--- config.mk ---
export PLATFORM = sky130hd
export DESIGN_NAME = minterm_fgen
export DESIGN_NICKNAME = d
export VERILOG_FILES = /design/src/rtl/minterm_fgen_pkg.sv /design/src/rtl/mfg_dec_section.sv /design/src/rtl/mfg_decoder.sv /design/src/rtl/mfg_minterm_nand.sv /design/src/rtl/minterm_fgen.sv
export SDC_FILE = /design/constraint.sdc
export NUM_CORES = 1
export LEC_CHECK = 0
export ABC_CLOCK_PERIOD_IN_PS = 800
export BUFFER_PORTS_ARGS = -buffer_cell sky130_fd_sc_hd__clkbuf_2
export CAP_MARGIN = 20
export CORE_AREA = 8 8 45 47
export DETAILED_ROUTE_END_ITERATION = 10
export DIE_AREA = 0 0 53 55
export MAX_ROUTING_LAYER = met4
export PLACE_DENSITY_LB_ADDON = 0.05
export SLEW_MARGIN = 20
export SYNTH_ARGS = -nofsm -noshare
export SYNTH_HDL_FRONTEND = slang
export SYNTH_SLANG_ARGS = --single-unit
--- constraint.sdc ---
create_clock -name vclk -period 0.8
set_clock_uncertainty 0.05 [all_clocks]
set_input_delay 0.04 -clock vclk [all_inputs]
set_output_delay 0.04 -clock vclk [all_outputs]
set_load 0.01 [all_outputs]
--- src/rtl/minterm_fgen_pkg.sv ---
// Package: shared sizing for the minterm function generator.
// Assumes: two equal decoder sections, each decoding SECT_SEL_W select bits.
package minterm_fgen_pkg;
    localparam int SECT_SEL_W = 2;
    localparam int SECT_OUTS  = 1 << SECT_SEL_W;
    localparam int N_SECTS    = 2;
    localparam int DEC_OUTS   = SECT_OUTS * N_SECTS;
    // Minterms 2, 6 and 7 of F1 = B.A' + A.B.C
    localparam logic [DEC_OUTS-1:0] F1_MINTERMS = 8'b1100_0100;
endpackage

--- src/rtl/mfg_dec_section.sv ---
// Module: one 2-to-4 decoder section with active-low outputs.
// It is active when its strobe is low and its data line matches its polarity.
// The polarity parameter picks an active-high or active-low data input.
// Assumes: a purely combinational use; no state.
module mfg_dec_section #(
    parameter int SEL_W            = 2,
    parameter bit DATA_ACTIVE_HIGH = 1'b1,
    localparam int OUTS            = 1 << SEL_W
) (
    input  logic             data_i,
    input  logic             strobe_n,
    input  logic [SEL_W-1:0] sel,
    output logic [OUTS-1:0]  out_n
);
    logic data_hit;

    // Pick the data-line polarity for this section.
    generate
        if (DATA_ACTIVE_HIGH) begin : g_hi
            assign data_hit = data_i;
        end else begin : g_lo
            assign data_hit = ~data_i;
        end
    endgenerate

    // Drive the selected line low; all lines stay high when inactive.
    always_comb begin
        out_n = '1;
        if (!strobe_n && data_hit) begin
            out_n[sel] = 1'b0;
        end
    end
endmodule

--- src/rtl/mfg_decoder.sv ---
// Module: 3-to-8 active-low decoder formed from two 2-to-4 sections.
// The data lines are tied together as the upper select bit, and the strobes
// are tied together as the enable.
// Assumes: section 0 is the lower half and takes an inverted data line.
module mfg_decoder
    import minterm_fgen_pkg::*;
(
    input  logic                  hi_sel,
    input  logic [SECT_SEL_W-1:0] lo_sel,
    input  logic                  en_n,
    output logic [DEC_OUTS-1:0]   dec_n
);
    // Instantiate one section per half, with alternating data polarity.
    generate
        for (genvar s = 0; s < N_SECTS; s++) begin : g_sect
            mfg_dec_section #(
                .SEL_W            (SECT_SEL_W),
                .DATA_ACTIVE_HIGH (s == 1)
            ) u_sect (
                .data_i   (hi_sel),
                .strobe_n (en_n),
                .sel      (lo_sel),
                .out_n    (dec_n[s*SECT_OUTS +: SECT_OUTS])
            );
        end
    endgenerate
endmodule

--- src/rtl/mfg_minterm_nand.sv ---
// Module: NAND of the active-low lines chosen by a mask.
// An unmasked line is forced high, so it does not affect the NAND.
// Assumes: MASK has at least one bit set.
module mfg_minterm_nand #(
    parameter int              N    = 8,
    parameter logic [N-1:0]    MASK = '1
) (
    input  logic [N-1:0] lines_n,
    output logic         y
);
    logic [N-1:0] gated;

    // Force every unmasked line high.
    generate
        for (genvar i = 0; i < N; i++) begin : g_gate
            if (MASK[i]) begin : g_use
                assign gated[i] = lines_n[i];
            end else begin : g_skip
                assign gated[i] = 1'b1;
            end
        end
    endgenerate

    // Multi-input NAND of the gated lines.
    always_comb y = ~(&gated);
endmodule

--- src/rtl/minterm_fgen.sv ---
// Module: top of the minterm function generator (decoder plus NAND).
// Assumes: combinational only; the enable is active low.
module minterm_fgen
    import minterm_fgen_pkg::*;
#(
    parameter logic [DEC_OUTS-1:0] MINTERM_MASK = F1_MINTERMS
) (
    input  logic                sel_c,
    input  logic                sel_b,
    input  logic                sel_a,
    input  logic                en_n,
    output logic [DEC_OUTS-1:0] dec_n,
    output logic                f1
);
    // Full decode of the select code into minterm lines.
    mfg_decoder u_dec (
        .hi_sel (sel_c),
        .lo_sel ({sel_b, sel_a}),
        .en_n   (en_n),
        .dec_n  (dec_n)
    );

    // Combine the chosen minterm lines into F1.
    mfg_minterm_nand #(
        .N    (DEC_OUTS),
        .MASK (MINTERM_MASK)
    ) u_nand (
        .lines_n (dec_n),
        .y       (f1)
    );
endmodule

Word level (Yosys, flattened, before mapping)
Cells that the tools add are included.
Widths: inputs -> output; s select.
Word-level totals
  register bits after elaboration: 0
  output and inout bits: 9
Cells by class
  order comparisons: 2
  multiplexer cells: 4
  bitwise logic cells: 3
  reductions and logical operators: 5
Operators with widths (number)
  $mux 4: 2
  $not 4->4: 1
  $logic_and 1x1->1: 3
  $lt 2x3->1 const B: 1
  $reduce_and 3->1: 1
  $demux 1 s2: 1
  $ge 2x1->1 const B: 1
  $not 1->1: 2
  $logic_not 1->1: 1
  $mux 1: 1

Depth between registers and ports, before layout
Gate-level depths: netlist of run 1.
  depth in word-level cells: 8
  mapped depth: 2

By module
From an unflattened synthesis of run 1, not the netlist that was laid out.
Unflattened totals
  cell total of the unflattened synthesis: 9
  area total of the unflattened synthesis: 85.1 sq um
By module, submodules not included
  mfg_dec_section at u_dec.g_sect[1].u_sect: times used 1, cells an instance 4, area each 41.3 sq um
  mfg_dec_section at u_dec.g_sect[0].u_sect: times used 1, cells an instance 4, area each 38.8 sq um
  mfg_minterm_nand: times used 1, cells an instance 1, area each 5.0 sq um

Worst setup path before layout of run 1
OpenSTA, ideal clock, no wires.
  path type: input-to-output
  from: input sel_a
  to: output f1
  arrival: 376 ps
  data required time: 710 ps
  path slack: 334 ps
  cell stages on the path: 2
  buffers on the path: 0
  cell sequence: nor2b_1 > nor3b_2
On the way
  longest elaborated chain between the ends: 8
RTL lines
  start: declaration: line minterm_fgen.sv:10  | input logic sel_a,
  $lt 2x3->1 (implied by the code) / $ge 2x1->1 (equally long branches): line mfg_dec_section.sv:30  | out_n[sel] = 1'b0;
  $logic_and 1x1->1 (implied by the code): line mfg_dec_section.sv:30
  $mux 1 (implied by the code): line mfg_dec_section.sv:30
  $demux 1 s2 *: line mfg_dec_section.sv:30
  $not 4->4 (no source line) *
  $mux 4: line mfg_dec_section.sv:29  | if (!strobe_n && data_hit) begin
  $reduce_and 3->1 *: line mfg_minterm_nand.sv:25  | always_comb y = ~(&gated);
  $not 1->1 *: line mfg_minterm_nand.sv:25
  end: declaration: line minterm_fgen.sv:13  | output logic f1
Every way passes the cells marked *; elsewhere a longest branch is shown, timed or not.

Worst setup path after layout of run 1
  from: input en_n
  to: output dec_n[3]
On the way
  longest elaborated chain between the ends: 3
RTL lines
  start: declaration: line minterm_fgen.sv:11  | input logic en_n,
  $logic_not 1->1: line mfg_dec_section.sv:29
  $logic_and 1x1->1: line mfg_dec_section.sv:29
  $mux 4: line mfg_dec_section.sv:29
  end: declaration: line minterm_fgen.sv:12  | output logic [DEC_OUTS-1:0] dec_n,
No other way between the ends.

==> impl.org, run 1 <==
** Run status
- Status :: completed

** STA
- Setup violations remaining at the end of the flow were counted as 0.
- Worst relative slew slack :: 80.12%
- Time the final worst path needs with I/O delays and setup :: 0.7556 ns
- Setup repair after global routing left no endpoint under its margin.
- The count of endpoints failing hold in the final timing report is 0.
- Highest attainable clock frequency :: 1323 MHz
- Worst-Margin Slew :: 0.2970 ns
- The final critical path takes up 94.45% of the cycle.
- For the final routed database, the setup TNS stands at 0 ns.
- Final-report max-slew violation count :: 0

** Logic synthesis
- Post-Synth Simple-Gate Area :: 100.0%
- Summing the areas of all fa, ha and maj instances in the mapped netlist gives 0% of the synthesized area.
- In the synthesized netlist, the number of instances is 15.
- After synthesis, the share of cell area in mux cells is 0%.
- When the netlist entered floorplanning its net count stood at 19.
- Dominant combinational cell family by area after synthesis :: simple AND/OR/NAND/NOR gates
- The synthesized netlist occupies a cell area of 80.08 um2.
- Proportion of synthesized chip area in sequential cells :: 0%
- A synthesized cell averages 5.338 um2.
- Share of the synthesized area in compound gates (AO/OA/AOI/OAI) :: 0%
- The synthesized netlist devotes 0% of its cell area to XOR and XNOR gates.
- After synthesis, the netlist uses 6 different library cells.
- Number of warnings printed during yosys synthesis :: 0

** Global route
- The first global-routing pass estimated 683 um of wire.
- Global routing finished with a remaining overflow of 0.
- The initial antenna violation count came to 0.
- Across every metal layer, demand over resource in global routing totals 3.032%.
- Largest net degree at the start of global routing :: 7
- The via count of the first global-routing pass was 144.

** Worst setup path
- The critical path goes through clkbuf_2 > nor2_1 > nand3_1 > clkbuf_2.
- STA puts the critical path data required time at 0.71 ns.
- The critical path is of the input pin to primary output type.
- STA puts the critical path data arrival time at 0.67 ns.
- STA classifies the critical path startpoint as an input pin.
- The worst setup path is captured at a primary output.
- Most frequent CP cell :: clkbuf_2
- Cell at the slowest stage of the critical path :: nor2_1
- Biggest fanout along the worst timing path :: 4
- Worst stage delay on the critical path :: 0.26 ns

** Floorplanning
- Number of top-level design ports :: 13
- The die covers 2915 um2.
- Effective utilization at floorplan :: 5.787%
- After floorplanning, the core was divided into 14 placement rows.
- From left edge to right edge, the die measures 53 um.
- Chip Height :: 55 um
- The core region is 1384 um2.

** Drt
- In the routed design, unresolved DRC markers number 0.
- The first detailed-routing pass took 4 iterations.
- Sum of met2 wire segment lengths after detailed routing :: 157 um
- Detail Route Antenna Nets :: 0
- Wire length on met3 :: 46 um
- Vias after detailed routing :: 139
- Final routed wirelength across all metal layers :: 417 um
- Wire length on met1 :: 213 um
- Average routed wire per standard cell :: 9.477 um
- Average vias per placed instance :: 3.159
- Drt initial violations :: 9
- Highest metal layer used by the detailed router :: met3

** Cells and area
- The post-route netlist has 53.57% of its cells at a drive strength greater than 1.
- Counting the clock-network buffers in the layout gives 0.
- The sequential cells in the finished layout cover a total of 0 um2.
- The final layout contains a sequential cell count of 0.
- Antenna fix cells :: 0
- Layout net count :: 34
- Leaving out fill and tap cells, the most frequent cell in the layout is clkbuf_2.
- Post-synthesis to final-layout area growth :: 106.2%
- Filler cell count in the final layout :: 170
- In the layout the commonest cells are clkbuf_2 (13), nand2_1 (6), nor2b_1 (3), nor2_1 (2), nand3_1 (2).
- Fin area :: 165.2 um2

** Clock network
- Hold repair after CTS inserted 0 buffers.
- Number of gates resized after CTS :: 0
- Post-CTS Setup Bufs :: 0

** Power and ir drop
- In this run the power density over the cells is 392.9 nW/um2.
- In this run the power spent charging and discharging nets is 0.03742 mW.
- Net switching share of the total power :: 57.67%
- Combinational cell fraction of total power :: 100.0%
- The internal portion of the total power is 0.02747 mW.
- For this design the static power due to leakage is 0.07294 nW.
- Of the total power, the clock network draws 0%.
- IR analysis of the VDD net gives a maximum drop of 0.00004930 V.
- In this run, flip-flops and latches consume 0% of the power.

** Min path
- Type of the worst min-delay path :: input pin to primary output

** Placement
- At the end of routability-driven placement, the weighted congestion stood at 0.6289.
- After detailed placement, the total cell area comes to 165.2 um2.
- The count of buffers added on input and output ports is 13.

** Run
- Max-capacitance violation count :: 0
## critical path, delay by kind of cell
family        cells  cell delay [ns]
buf+inv           2             0.25
simple gates      2             0.37
## area by class of cell
class	instances	area [um2]	share of cell area, %
tap	16	20.02	12.12
timing repair buffer	13	65.06	39.39
multi-input combinational	15	80.08	48.48
## per-layer routing
metal / global-route usage (%) / vias to the layer above
li1: - / 74
met1: 4.223 / 56
met2: 4.492 / 9
met3: 0.8021 / 0
met4: 0 / 0
met5: - / -
## power by group through the flow
stage | clock network [mW] | logic [mW] | registers [mW]
floorplan | 0 | 0.0307 | 0
detailed placement | 0 | 0.0664 | 0
global placement | 0 | 0.0670 | 0
CTS | 0 | 0.0666 | 0
finish | 0 | 0.0649 | 0
global route | 0 | 0.0729 | 0
## cell families (layout without fill, tap and decap cells)
group                  after synthesis  count (layout)
buffers and inverters                0              13
AND/OR/NAND/NOR                     15              15
## cell usage after synthesis
cell type / instances / area [um2]
nand2_1: 6 / 22.52
nor2b_1: 3 / 18.77
nand3_1: 2 / 10.01
nor2_1: 2 / 7.510
nor2b_2: 1 / 8.760
nor3b_2: 1 / 12.51
## through the flow
stage               cells  hold slack (ns)  total power [mW]  setup slack [ns]  util (%)
floorplan              15          0.06295           0.03073            0.3344         -
global placement       44           0.3175           0.06704          0.009957     11.93
detailed placement     44           0.3185           0.06639           0.04210     11.93
CTS                    44           0.3192           0.06656           0.03751     11.93
global route           44           0.3330           0.07286         0.0009575     11.93
finish                 44           0.3154           0.06489           0.04437     11.93
## final timing paths
check | cells after the start | end | slack (ns) | start
worst min-delay path | 3 | f1 | 0.32 | en_n
worst max-delay path | 4 | dec_n[3] | 0.04 | en_n
(Power assumes the default switching activity.)
==> run 2, diff against run 1 <==
--- a/constraint.sdc
+++ b/constraint.sdc
@@ -4,2 +4,2 @@
 set_output_delay 0.04 -clock vclk [all_outputs]
-set_load 0.01 [all_outputs]
+set_load 0.02 [all_outputs]
==> impl.org, run 2 (same netlist as run 1, synthesis figures left out) <==
** Run status
- Status :: completed

** Global route
- Entering global routing, the biggest net connects 7 pins.
- The initial antenna violation count came to 0.
- Total track usage :: 3.088%
- The total overflow left after global routing is 0.
- The via count of the first global-routing pass came to 145.
- Wire length of the first global-routing pass :: 676 um

** Floorplanning
- Number of placement rows :: 14
- The die covers 2915 um2.
- For this configuration, the core starts out at a cell density of 5.787%.
- Floorplan Core Area :: 1384 um2
- Number of top-level design ports :: 13
- The floorplan step set the die width to 53 um.
- The die is 55 um tall.

** STA
- Sum of negative setup slack :: 0 ns
- Worst relative slew slack :: 88.68%
- Of the available clock period, the critical path in the final layout requires 90.23%.
- Setup slack of the critical path after layout :: 0.07815 ns
- Timing would allow up to 1385 MHz.
- Worst-Margin Slew :: 0.1691 ns
- Final-report max-slew violation count :: 0
- Setup violations remaining at the end of the flow were counted as 0.
- The count of endpoints failing hold in the final timing report was 0.
- RSZ-0062 raised after global routing :: no
- The worst path in the final design needs a cycle of 0.7218 ns, including I/O delays and setup.

** Min path
- The tightest min-delay check is of the input pin to primary output type.

** Worst setup path
- Biggest fanout along the worst timing path :: 6
- The worst setup path is captured at a primary output.
- For the worst setup path, the data required time is 0.71 ns.
- Cell at the slowest stage of the critical path :: buf_4
- Startpoint type of the worst setup path :: input pin
- By startpoint and endpoint, the worst setup path is classified as input pin to primary output.
- Crit path cell chain :: clkbuf_2 > nor2b_1 > nor3b_2 > buf_4
- STA puts the critical path data arrival time at 0.63 ns.
- On the worst path, the slowest cell contributes a delay of 0.16 ns.

** Power and ir drop
- Peak VDD IR :: 0.00005147 V
- Relative contribution of sequential cells to total power :: 0%
- Summed over all nets, the switching power comes to 0.04800 mW.
- Combinational cell fraction of total power :: 100.0%
- Internal power :: 0.02947 mW
- Final Total Pwr :: 0.07746 mW
- In this run switching power makes up 61.96% of total power.
- Relative contribution of the clock network to total power :: 0%
- For this design the static power due to leakage is 0.07364 nW.
- For this design the ratio of total power to cell area is 455.2 nW/um2.

** Cells and area
- In the finished design the tool counted flip-flops and latches totalling 0.
- At the end of the flow, the number of nets in the layout was 34.
- Registers take 0 um2.
- Share of the core filled with cells in the final layout :: 12.30%
- Compared with the post-synthesis result, the final layout area differs by 112.5%.
- Antenna fix cells :: 0
- The library cell used most frequently in the layout, excluding fill and tap cells, is clkbuf_2.
- Share of layout cells above drive strength 1 :: 57.14%
- Once layout is done, the placed cells without fillers occupy 170.2 um2.
- Top library cells by usage in the layout, fill and taps aside :: clkbuf_2 (12), nand2_1 (6), nor2b_1 (3), nand3_1 (2)
- Clock tree buffer count of the final layout :: 0

** Placement
- Summed over all nets, the half-perimeter wirelength after detailed placement is 390.5 um.
- Routability-driven placement finished with a final weighted congestion of 0.6513.
- The placed instances occupy a cell area of 165.2 um2.
- In this run the tool buffered the top-level ports with 13 buffer cells.
- Placement-stage worst setup slack :: 0.006589 ns

** Drt
- Drt initial violations :: 1
- Post-route DRC violation count :: 0
- The count of nets left with antenna violations once routing finished came out at 0.
- Using the TritonRoute via totals, the vias-per-cell ratio works out to 3.136.
- Average routed wire per standard cell :: 9.909 um
- Summing over every cut layer, the via total after detailed routing is 138.
- For this block, the routed nets add up to 436 um of wire.
- The first detailed-routing pass took 2 iterations.

** Run
- Max-capacitance violation count :: 0

** Clock network
- Post-CTS timing repair inserted 0 buffers for setup.
## run 2: stage by stage
| step | cells | hold WS [ns] |
|---|---|---|
| after CTS | 44 | 0.3525 |
| final | 44 | 0.3583 |
| after global placement | 44 | 0.3445 |
| after global routing | 44 | 0.3802 |
| after floorplan | 15 | 0.08113 |
| after detailed placement | 44 | 0.3514 |
## run 2: what timing repair did
item | CTS | global route
endpoints found under the setup margin | 0 | 5
hold buffers | 0 | 0
resized for setup | 0 | 3
## run 2: routing by layer
layer / global-route usage, % / part of all wire, % / wire [um]
met1: 4.374 / 47 / 203
met2: 4.102 / 37 / 161
met3: 1.337 / 16 / 71
met4: 0 / 0 / 0
met5: - / 0 / 0
## run 2: cell type report
class	instances	area (um2)
Timing Repair Buffer	13	67.56
Fill cell	163	1214
Multi-Input combinational cell	15	82.58
Tap cell	16	20.02
## run 2: final timing paths
kind / depth (start not counted) / slack [ns] / to / from
worst max-delay path: 4 / 0.08 / f1 / sel_a
worst min-delay path: 3 / 0.36 / f1 / en_n
## run 2: power by group through the flow
stage	logic, mW	registers (mW)	clock network, mW
after global placement	0.0776	0	0
after detailed placement	0.0769	0	0
after floorplan	0.0409	0	0
final	0.0775	0	0
after global routing	0.0860	0	0
after CTS	0.0771	0	0
## run 2: worst max-delay path: cells and delay by family
family / cells / cell delay [ns]
buffers and inverters: 2 / 0.29
AND/OR/NAND/NOR: 2 / 0.30
==> run 3, diff against run 2 <==
RECOVER_POWER = 50   (was unset)
==> impl.org, run 3 (same netlist as run 1, synthesis figures left out) <==
** Run status
- The run finished with clean final reports.

** STA
- Hold is met by 0.3920 ns.
- Based on the critical path, the design can be clocked at up to 1386 MHz.
- Worst relative slew slack :: 87.14%
- Ratio of final minimum period to clock period :: 90.16%
- Final-report setup violation count :: 0
- Worst-Margin Slew :: 0.1929 ns
- The count of endpoints failing hold in the final timing report was 0.
- The max-slew violation total from the final report came to 0.
- Setup repair after global routing left no endpoint under its margin.
- Time the final worst path needs with I/O delays and setup :: 0.7212 ns
- Sum of negative setup slack :: 0 ns

** Worst setup path
- Worst endpoint data arrival time :: 0.63 ns
- Data on the critical path is required at its endpoint by 0.71 ns.
- Traced cell by cell, the critical path runs through clkbuf_2 > nor2b_1 > nor3b_2 > buf_4.
- The largest single stage delay on the critical path is 0.16 ns.
- Capturing element type of the critical path :: primary output
- Biggest fanout along the worst timing path :: 6
- Cell at the slowest stage of the critical path :: buf_4
- Critical Setup Path Class :: input pin to primary output
- Startpoint type of the worst setup path :: input pin
- Tracing the worst setup path back leads to its startpoint at sel_a.

** Global route
- Initial antenna violation count :: 0
- The via count of the first global-routing pass was 145.
- Entering global routing, the biggest net connects 7 pins.
- GRT Residual Overflow :: 0
- The first global-routing pass estimated 676 um of wire.
- For this run, the total global-route usage over all layers was measured as 3.088%.

** Cells and area
- Number of standard cells in the layout, taps in and fillers out :: 44
- The library cells used most frequently in the layout, excluding fill and tap cells, are clkbuf_2 (11), nand2_1 (6), nor2b_1 (3), nand3_1 (2).
- After routing the design area is 168.9 um2.
- In the final layout, flip-flops and latches occupy 0 um2.
- Clock tree buffer count of the final layout :: 0
- The number of antenna diodes in the final layout is 0.
- Most common cell after layout, fill and taps aside :: clkbuf_2
- Of the cells placed in the final design, the portion with a size suffix greater than 1 is 53.57%.
- Layout net count :: 34
- Post-synthesis to final-layout area growth :: 110.9%
- There are 0 flip-flops and latches.

** Placement
- During placement, the flow inserted port buffers numbering 13.
- Placed instance count :: 44
- Placer congestion estimate :: 0.6513
- Area after DPL :: 165.2 um2
- HPWL after detailed placement :: 390.5 um

** Drt
- Drt initial violations :: 1
- In the routed design, unresolved DRC markers number 0.
- Before antenna repair, the detailed router went through 2 iterations.
- Dividing the detail-routed wire length by the instance count gives 9.886 um.
- Average vias per placed instance :: 3.114
- The final route contains 137 vias.
- Detail Route Antenna Nets :: 0
- Final routed wirelength across all metal layers :: 435 um

** Min path
- Hold path start :: sel_b
- The min-delay analysis places its worst path in the category input pin to primary output.

** Floorplanning
- The die covers 2915 um2.
- Number of top-level design ports :: 13
- Floorplan Core Area :: 1384 um2
- Effective utilization at floorplan :: 5.787%
- Chip Height :: 55 um
- Number of placement rows :: 14
- The floorplan step set the die width to 53 um.

** Power and ir drop
- IR analysis of the VDD net gives a maximum drop of 0.00005134 V.
- Power Density :: 454.8 nW/um2
- For this design the static power due to leakage is 0.07067 nW.

** Clock network
- Hold buffers post-CTS :: 0
- In this run the post-CTS setup repair buffer count came out at 0.

** Run
- Max-cap violations in this run came to 0.
[run 3: cell count changes in the layout (fill, tap and decap cells not counted)]
cell      previous run  this run
clkbuf_2            12        11
clkbuf_1             0         1
[run 3: layer usage]
layer	global-route usage, %	wire [um]	vias to the layer above
li1	-	-	74
met1	4.374	203	54
met2	4.102	159	9
met3	1.337	71	0
met4	0	0	0
met5	-	0	-
[run 3: final timing paths]
kind                       end  depth (start not counted)  slack, ns
worst max-delay path        f1                          4       0.08
worst min-delay path  dec_n[3]                          3       0.39
[run 3: power by group]
part           switching, mW  internal (mW)
clock network              0              0
logic                 0.0481         0.0287
registers                  0              0
[run 3: repair_timing]
action / 4_1_cts / 5_1_grt
endpoints found under the hold margin: 0 / 0
resized for setup: 0 / 3
setup endpoints to repair: 0 / 5
[run 3: critical path: cells and delay by family]
| kind | cells | cell delay [ns] |
|---|---|---|
| buf+inv | 2 | 0.29 |
| simple gates | 2 | 0.30 |
[run 3: final cells by class]
cell class | instances | area, um2
well taps | 16 | 20.02
multi-input cells | 15 | 82.58
fillers | 163 | 1215
repair buffers | 13 | 66.31
[run 3: metrics by stage]
| stage | power (mW) | utilization, % | setup WS [ns] |
|---|---|---|---|
| floorplan | 0.04088 | - | 0.2221 |
| global placement | 0.07762 | 11.93 | 0.05545 |
| detailed placement | 0.07689 | 11.93 | 0.006589 |
| CTS | 0.07705 | 11.93 | 0.006912 |
| global route | 0.08524 | 12.21 | 0.0007525 |
| finish | 0.07682 | 12.21 | 0.07875 |
